<file path="src/rtl/spi_eng_pkg.sv">
package spi_eng_pkg;

    localparam int WORD_MAX = 32;
    localparam int CNT_W    = $clog2(WORD_MAX) + 1;

    typedef enum logic { ENG_IDLE, ENG_SHIFT } eng_state_e;
    typedef enum logic { HALF_LEAD, HALF_TRAIL } half_e;

    typedef struct packed {
        logic       ckp;
        logic       cke;
        logic       smp;
        logic [1:0] wsize;
    } spi_mode_t;

    function automatic logic [CNT_W-1:0] word_bits(input logic [1:0] code);
        case (code)
            2'd1:    return CNT_W'(16);
            2'd2:    return CNT_W'(32);
            default: return CNT_W'(8);
        endcase
    endfunction

endpackage

</file>
<file path="src/rtl/spi_baud_gen.sv">
module spi_baud_gen #(
    parameter int BAUD_W = 9
) (
    input  logic              clk,
    input  logic              rst,
    input  logic              run,
    input  logic [BAUD_W-1:0] baud,
    output logic              tick
);
    logic [BAUD_W-1:0] cnt;

    assign tick = run && (cnt == baud);

    always_ff @(posedge clk) begin
        if (rst || !run || tick) begin
            cnt <= '0;
        end else begin
            cnt <= cnt + 1'b1;
        end
    end
endmodule

</file>
<file path="src/rtl/spi_shift_core.sv">
module spi_shift_core
    import spi_eng_pkg::*;
(
    input  logic                clk,
    input  logic                rst,
    input  logic                en,
    input  spi_mode_t           mode,
    input  logic                tick,
    input  logic                tx_empty,
    input  logic [WORD_MAX-1:0] tx_data,
    input  logic                miso,
    output logic                tx_pop,
    output logic                busy,
    output logic                sck,
    output logic                mosi,
    output logic                rx_push,
    output logic [WORD_MAX-1:0] rx_data
);
    eng_state_e          state;
    half_e               half;
    logic [CNT_W-1:0]    bit_idx;
    logic [CNT_W-1:0]    nbits;
    logic [CNT_W-1:0]    align;
    logic [WORD_MAX-1:0] tx_sh;
    logic [WORD_MAX-1:0] rx_sh;
    logic [WORD_MAX-1:0] rx_next;
    logic                last_bit;
    logic                word_end;
    logic                sample;
    logic                can_load;
    logic                active_half;

    assign busy     = (state == ENG_SHIFT);
    assign nbits    = word_bits(mode.wsize);
    assign align    = CNT_W'(WORD_MAX) - nbits;
    assign last_bit = (bit_idx == nbits - CNT_W'(1));
    assign word_end = busy && tick && (half == HALF_TRAIL) && last_bit;
    assign can_load = en && !tx_empty && (!busy || word_end);
    assign sample   = busy && tick && (half == (mode.smp ? HALF_TRAIL : HALF_LEAD));
    assign rx_next  = {rx_sh[WORD_MAX-2:0], miso};
    assign tx_pop   = can_load;

    // Leading half is idle level when launching on the active-to-idle edge.
    assign active_half = mode.cke ? (half == HALF_TRAIL) : (half == HALF_LEAD);
    assign sck  = busy ? (mode.ckp ^ active_half) : mode.ckp;
    assign mosi = busy & tx_sh[WORD_MAX-1];

    always_ff @(posedge clk) begin
        if (rst) begin
            state   <= ENG_IDLE;
            half    <= HALF_LEAD;
            bit_idx <= '0;
            tx_sh   <= '0;
            rx_sh   <= '0;
            rx_push <= 1'b0;
            rx_data <= '0;
        end else if (!en) begin
            state   <= ENG_IDLE;
            half    <= HALF_LEAD;
            rx_push <= 1'b0;
        end else begin
            rx_push <= 1'b0;
            if (sample) begin
                rx_sh <= rx_next;
                if (last_bit) begin
                    rx_push <= 1'b1;
                    rx_data <= rx_next;
                end
            end
            if (can_load) begin
                state   <= ENG_SHIFT;
                half    <= HALF_LEAD;
                bit_idx <= '0;
                tx_sh   <= tx_data << align;
                rx_sh   <= '0;
            end else if (busy && tick) begin
                if (half == HALF_LEAD) begin
                    half <= HALF_TRAIL;
                end else if (last_bit) begin
                    state <= ENG_IDLE;
                    half  <= HALF_LEAD;
                end else begin
                    half    <= HALF_LEAD;
                    bit_idx <= bit_idx + 1'b1;
                    tx_sh   <= {tx_sh[WORD_MAX-2:0], 1'b0};
                end
            end
        end
    end
endmodule

</file>
<file path="src/rtl/spi_sel_ctl.sv">
module spi_sel_ctl (
    input  logic en,
    input  logic hw_ss,
    input  logic busy,
    input  logic tx_empty,
    output logic ss_n
);
    assign ss_n = !(hw_ss && en && (busy || !tx_empty));
endmodule

</file>
<file path="src/rtl/spi_shift_engine.sv">
module spi_shift_engine
    import spi_eng_pkg::*;
#(
    parameter int BAUD_W = 9
) (
    input  logic              clk,
    input  logic              rst,
    input  logic              cfg_on,
    input  logic              cfg_master,
    input  logic              cfg_ckp,
    input  logic              cfg_cke,
    input  logic              cfg_smp,
    input  logic [1:0]        cfg_wsize,
    input  logic [BAUD_W-1:0] cfg_baud,
    input  logic              cfg_hw_ss,
    input  logic              tx_empty,
    input  logic [31:0]       tx_data,
    output logic              tx_pop,
    output logic              rx_push,
    output logic [31:0]       rx_data,
    output logic              sck,
    output logic              mosi,
    input  logic              miso,
    output logic              ss_n
);
    logic      en;
    logic      busy_w;
    logic      tick_w;
    spi_mode_t mode;

    assign en   = cfg_on && cfg_master;
    assign mode = '{ckp: cfg_ckp, cke: cfg_cke, smp: cfg_smp, wsize: cfg_wsize};

    spi_baud_gen #(.BAUD_W(BAUD_W)) u_baud (
        .clk  (clk),
        .rst  (rst),
        .run  (busy_w),
        .baud (cfg_baud),
        .tick (tick_w)
    );

    spi_shift_core u_core (
        .clk      (clk),
        .rst      (rst),
        .en       (en),
        .mode     (mode),
        .tick     (tick_w),
        .tx_empty (tx_empty),
        .tx_data  (tx_data),
        .miso     (miso),
        .tx_pop   (tx_pop),
        .busy     (busy_w),
        .sck      (sck),
        .mosi     (mosi),
        .rx_push  (rx_push),
        .rx_data  (rx_data)
    );

    spi_sel_ctl u_sel (
        .en       (en),
        .hw_ss    (cfg_hw_ss),
        .busy     (busy_w),
        .tx_empty (tx_empty),
        .ss_n     (ss_n)
    );
endmodule

</file>
<file path="config.mk">
export PLATFORM = sky130hd
export DESIGN_NAME = spi_shift_engine
export DESIGN_NICKNAME = d
export VERILOG_FILES = /design/src/rtl/spi_eng_pkg.sv /design/src/rtl/spi_baud_gen.sv /design/src/rtl/spi_shift_core.sv /design/src/rtl/spi_sel_ctl.sv /design/src/rtl/spi_shift_engine.sv
export SDC_FILE = /design/constraint.sdc
export NUM_CORES = 1
export LEC_CHECK = 0
export CAP_MARGIN = 30
export CELL_PAD_IN_SITES_DETAIL_PLACEMENT = 2
export CELL_PAD_IN_SITES_GLOBAL_PLACEMENT = 2
export CORE_MARGIN = 2
export CORE_UTILIZATION = 29
export CTS_BUF_LIST = sky130_fd_sc_hd__clkbuf_4 sky130_fd_sc_hd__clkbuf_8 sky130_fd_sc_hd__clkbuf_16
export CTS_CLUSTER_DIAMETER = 200
export DETAILED_ROUTE_END_ITERATION = 8
export PLACE_DENSITY_LB_ADDON = 0.1
export SKIP_CTS_REPAIR_TIMING = 1
export SYNTH_ARGS = -nofsm -noshare
export SYNTH_HDL_FRONTEND = slang
export SYNTH_SLANG_ARGS = --single-unit
</file>
<file path="constraint.sdc">
create_clock -name clk -period 2.2 [get_ports clk]
set_input_delay 0.33 -clock clk [delete_from_list [all_inputs] [get_ports clk]]
set_output_delay 0.33 -clock clk [all_outputs]
set_load 0.005 [all_outputs]
</file>
==> Word-level counts from Yosys, hierarchy flattened <==
Index checks and enable logic that the tools add are counted.
{ "word_totals": {"reg_bits": 113, "inputBits": 53, "output_inout_bits": 37, "elab_cells": 72} }
{ "op_classes": {"addsub": 4, "eq_ne": 6, "shift": 1, "mux": 20, "n_bitwise": 5, "n_reduce_logical": 28} }
{ "op_table": {"columns": ["op", "n"], "rows": [
  ["$mux 32", 4],
  ["$mux 31", 2],
  ["$shl 32x6->32", 1],
  ["$mux 6", 4],
  ["$pmux 6 s2", 1],
  ["$logic_and 1x1->1", 10],
  ["$add 9x1->9 const B", 1],
  ["$eq 9x9->1", 1],
  ["$mux 1", 9],
  ["$reduce_bool 2->1", 4],
  ["$add 6x1->6 const B", 1],
  ["$eq 6x6->1", 1],
  ["$reduce_and 3->1", 2],
  ["$reduce_or 3->1", 2],
  ["$sub 6x1->6 const B", 1],
  ["$sub 6x6->6 const A", 1],
  ["$logic_or 1x1->1", 4],
  ["$reduce_and 4->1", 1],
  ["$logic_not 1->1", 3],
  ["$not 1->1", 3],
  ["$eq 2x1->1 const B", 1],
  ["$eq 2x2->1 const B", 1],
  ["$ne 2x2->1 const B", 1],
  ["$reduce_and 2->1", 1],
  ["other kinds (4)", 4]
]} }

==> Longest topological paths before layout <==
{ "logic_depth": {"word_depth": 9, "ltp_mapped": 11, "ltp_nobuf": 8} }

==> By module <==
From an unflattened synthesis, not the netlist that was laid out.
{ "unflattened": {"hier_cells": 601, "hier_area_um2": 5093.6} }
{ "by_module_without_submodules": {"columns": ["mod", "n_inst", "cells_each", "area_per_inst_um2", "seq_area_each_um2"], "rows": [
  ["spi_shift_core", 1, 545, 4600.7, 2082.0],
  ["spi_baud_gen", 1, 53, 470.5, 180.2],
  ["spi_sel_ctl", 1, 2, 16.3, 0.0],
  ["spi_shift_engine", 1, 1, 6.3, 0.0]
]} }

==> Least setup slack after synthesis <==
Ideal clock, no wire load.
{ "synth_timing": {"path_kind": "input -> register", "start": "input cfg_wsize[0]", "end": "register u_core.tx_sh[1]", "setup_ns": 0.060, "t_arrival_ns": 2.260, "required_ns": 2.140, "slack_ns": -0.120, "stages": 9, "n_path_buf": 2, "cell_sequence": "inv_1 -> ha_1 -> buf_4 -> xor2_1 -> and4b_1 -> clkbuf_1 -> nand3_2 -> a2111oi_4 -> a221o_1"} }
{ "synth_via": {"elab_chain_len": 9} }
{ "synth_lines": {"columns": ["element", "line", "source"], "rows": [
  ["start: declaration", "spi_shift_engine.sv:13", "input logic [1:0] cfg_wsize,"],
  ["$eq 2x2->1 / $eq 2x1->1 (equally long branches)", "spi_eng_pkg.sv:17", "case (code)"],
  ["$pmux 6 s2 *", "spi_eng_pkg.sv:17", null],
  ["$sub 6x1->6", "spi_shift_core.sv:36", "assign last_bit = (bit_idx == nbits - CNT_W'(1));"],
  ["$eq 6x6->1", "spi_shift_core.sv:36", null],
  ["$logic_and 1x1->1", "spi_shift_core.sv:37", "assign word_end = busy && tick && (half == HALF_TRAIL) && last_bit;"],
  ["$logic_or 1x1->1", "spi_shift_core.sv:38", "assign can_load = en && !tx_empty && (!busy || word_end);"],
  ["$logic_and 1x1->1", "spi_shift_core.sv:38", null],
  ["$ne 2x2->1 (no source line) / $reduce_bool 2->1 (equally long branches)", null, null],
  ["$reduce_and 4->1 (no source line)", null, null],
  ["end signal: assignment", "spi_shift_core.sv:74", "tx_sh <= tx_data << align;"],
  ["end signal: assignment", "spi_shift_core.sv:85", "tx_sh <= {tx_sh[WORD_MAX-2:0], 1'b0};"],
  ["end: declaration", "spi_shift_core.sv:24", "logic [WORD_MAX-1:0] tx_sh;"]
]} }
Mark *: on every way between the ends. The rest lies on a longest branch, timed or not.
A chain may end at the register's enable or synchronous reset.

==> Worst setup path after layout <==
{ "layout_timing": {"start": "register u_core.bit_idx[5]", "end": "register u_core.tx_sh[31]"} }
{ "layout_via": {"elab_chain_len": 6} }
{ "layout_lines": {"columns": ["element", "line", "source"], "rows": [
  ["start: declaration", "spi_shift_core.sv:21", "logic [CNT_W-1:0] bit_idx;"],
  ["start signal: assignment", "spi_shift_core.sv:84", "bit_idx <= bit_idx + 1'b1;"],
  ["$eq 6x6->1 *", "spi_shift_core.sv:36", null],
  ["$logic_and 1x1->1", "spi_shift_core.sv:37", null],
  ["$logic_or 1x1->1", "spi_shift_core.sv:38", null],
  ["$logic_and 1x1->1", "spi_shift_core.sv:38", null],
  ["$ne 2x2->1 (no source line) / $reduce_bool 2->1 (equally long branches)", null, null],
  ["$reduce_and 4->1 (no source line)", null, null]
]} }
Marked as above.

==> metrics.txt <==
status complete, but fails checks; initial antenna violation count 0; Lkg Pwr 3.21 nW; Buf+Inv Stages, Crit Path 2; Clk Latency, worst-skew pair 0.42 ns; crit path max-delay cell type xnor3_1; clock sink total 113; CP Launch Type register; max_cap viols 0; final setup vio count 4; RSZ-0062 raised after global routing true; IO Pins 90; crit end category register; area growth from synthesis to layout 50.3%; dominant cell type by area after synthesis dfxtp_1; period utilization 1.05; failing checks negative setup slack; Cell variety after synth 49; initial core utilization 0.295; first-pass GRT wire length 27,100 µm; CTS root buf clkbuf_16; Worst EP required 2.50 ns; worst path arrival time 2.60 ns; fin area 7650 µm²; HP Class in2reg; crit-path cells xnor3_1 -> and4b_2 -> buf_6 -> nor2_4 -> and3_4 -> clkbuf_16 -> nand2_2 -> a311oi_1; DP Area 6630 µm²; DRT Pass-1 Iters 6; average cell area after synthesis 8.84 µm²; via count 4,785; FP Rows 48; Routed Antenna Nets 0; hpwl dp 11,900 µm; Yosys warnings 0; commonest non-fill, non-tap cell in the layout dfxtp_1; residual overflow from global routing 0; commonest non-fill, non-tap cells in the layout 108 x dfxtp_1, 94 x nand2_1, 81 x clkdlybuf4s50_1; final hold vios 0; Period minus WS final 2.31 ns; Gate Count Post-Synth 576; CTS tree built; Worst Min Path Start rst; clk buf depth 2; cell family contributing the most delay on the critical path simple AND/OR/NAND/NOR gates; 1st-iter DRT viols 181; Post-Syn Area 5090 µm²; core footprint 17,200 µm²; Setup Skew 0.0122 ns; share of layout cells above drive strength 1 0.224; setup slack after layout -0.106 ns; Synth Net Count 633; Layout Nets 769; maximum vdd ir drop 0.495 mV; input/output buffers 89; top-area cell type share of the netlist area 0.444; DRT Wirelength 17,600 µm; clock-pin slew on the worst setup and hold paths 0.06 ns; Worst Setup SP u_core.bit_idx[5]; Rel. slew slack 0.539; WHS 0.445 ns; fmax 434 MHz; # diodes 0; die area 18,600 µm²; PD cells 689 nW/µm²; critical path peak fanout 6; critical path type reg2reg; Final TNS setup -0.116 ns; Synth Register Bits 113; Largest stage delay, worst path 0.40 ns; wire per inst 18.6 µm; Max Slew Vio Count 0; worst reg2reg path startpoint u_core.bit_idx[5]; sequential share of the synthesized area 0.444; DRC 0; Placer Congestion 0.731; TritonCTS Buffers 17; synth top area cells dfxtp_1 44%, mux2i_1 9.6%, nand2_1 8.0%; Least-Margin Pin Slew 0.692 ns; Total GRT Usage 0.188; die height 136 µm; die width 136 µm; pin count of the biggest net entering global routing 34; routed vias/inst 5.04; H-tree depth 4; number of global-route vias before repair 5,096
==> cell usage after synthesis (all sizes together) <==
library cell / instances
and2: 5
a2111oi: 1
nor3b: 6
and4: 1
buf: 20
xnor2: 13
a32o: 1
and3: 8
a211o: 3
o21ai: 2
and4b: 1
nor2b: 3
nand4: 4
a31oi: 3
dfxtp: 113
and3b: 1
or2: 2
nand2: 109
nor4: 6
o22ai: 8
mux2i: 49
a311oi: 14
xnor3: 1
nand3b: 1
nand3: 14
nor4b: 1
inv: 4
a22oi: 8
a211oi: 8
a2bb2oi: 8
a221o: 3
clkbuf: 21
nor3: 1
nor2: 66
a21oi: 34
xor2: 11
o2bb2ai: 9
o22a: 1
or3: 1
nand2b: 7
ha: 4
==> logic make-up (layout without fill, tap and decap cells) <==
group                    after synthesis  in the layout  share of synthesized area
AND/OR/NAND/NOR                      237            237                      0.217
AO/OA/AOI/OAI                        103            103                      0.147
adder cells (fa/ha/maj)                4              4                    0.00983
multiplexers                          49             49                     0.0963
buffers and inverters                 45            193                     0.0383
flip-flops                           113            113                      0.444
XOR/XNOR                              25             25                     0.0472
==> worst reg2reg max path: cells and delay by family (launching register included) <==
kind / cells / cell delay, ns
and+or+nand+nor: 4 / 0.78
xor gates and xnor gates: 1 / 0.40
DFF: 1 / 0.36
buffers and inverters: 2 / 0.33
AOI/OAI and AO/OA: 1 / 0.33
==> final cells by class <==
type | instances | area, µm²
Fill cell | 1794 | 9590
Multi-Input combinational cell | 418 | 2900
Sequential cell | 113 | 2270
Timing Repair Buffer | 158 | 1600
Clock buffer | 19 | 447
Tap cell | 225 | 282
Clock inverter | 12 | 135
Inverter | 4 | 15.0
==> worst paths after layout <==
check / cells after the start / slack [ns] / end
setup / recovery: 8 / -0.11 / u_core.tx_sh[31]
hold / removal: 2 / 0.45 / u_core.rx_push
setup reg to reg: 8 / -0.11 / u_core.tx_sh[31]
hold reg to reg: 1 / 0.47 / u_core.tx_sh[12]
==> flip-flops by register name (all words and copies together) (netlist names) <==
signal,flops
u_core.rx_data,32
u_core.rx_sh,31
u_core.rx_push,1
u_core.tx_sh,32
u_baud.cnt,9
u_core.half,1
u_core.bit_idx,6
u_core.busy,1
==> stage by stage <==
stage               instances   util  power, mW  setup WS (ns)
global placement          910  0.385       2.52         -0.594
floorplan                 576      -       2.31        -0.0181
CTS                       941  0.418       5.29         -0.524
detailed placement        910  0.385       2.53         -0.676
finish                    949  0.444       5.27         -0.106
global route              949  0.444       5.48         -0.129
==> power breakdown <==
part           total (mW)  internal, mW  switching (mW)
Combinational       0.460         0.233           0.227
Sequential           2.08          2.06          0.0144
Clock                2.74          1.71            1.03
Total                5.27          4.00            1.27
==> routing by layer <==
metal / up-vias / track usage / wire [µm]
met5: - / 0 / 0
met3: 14 / 0.0407 / 529
met4: 0 / 0.0509 / 208
met2: 76 / 0.332 / 9270
li1: 2288 / - / -
met1: 2407 / 0.229 / 7620
(Power assumes the default switching activity.)
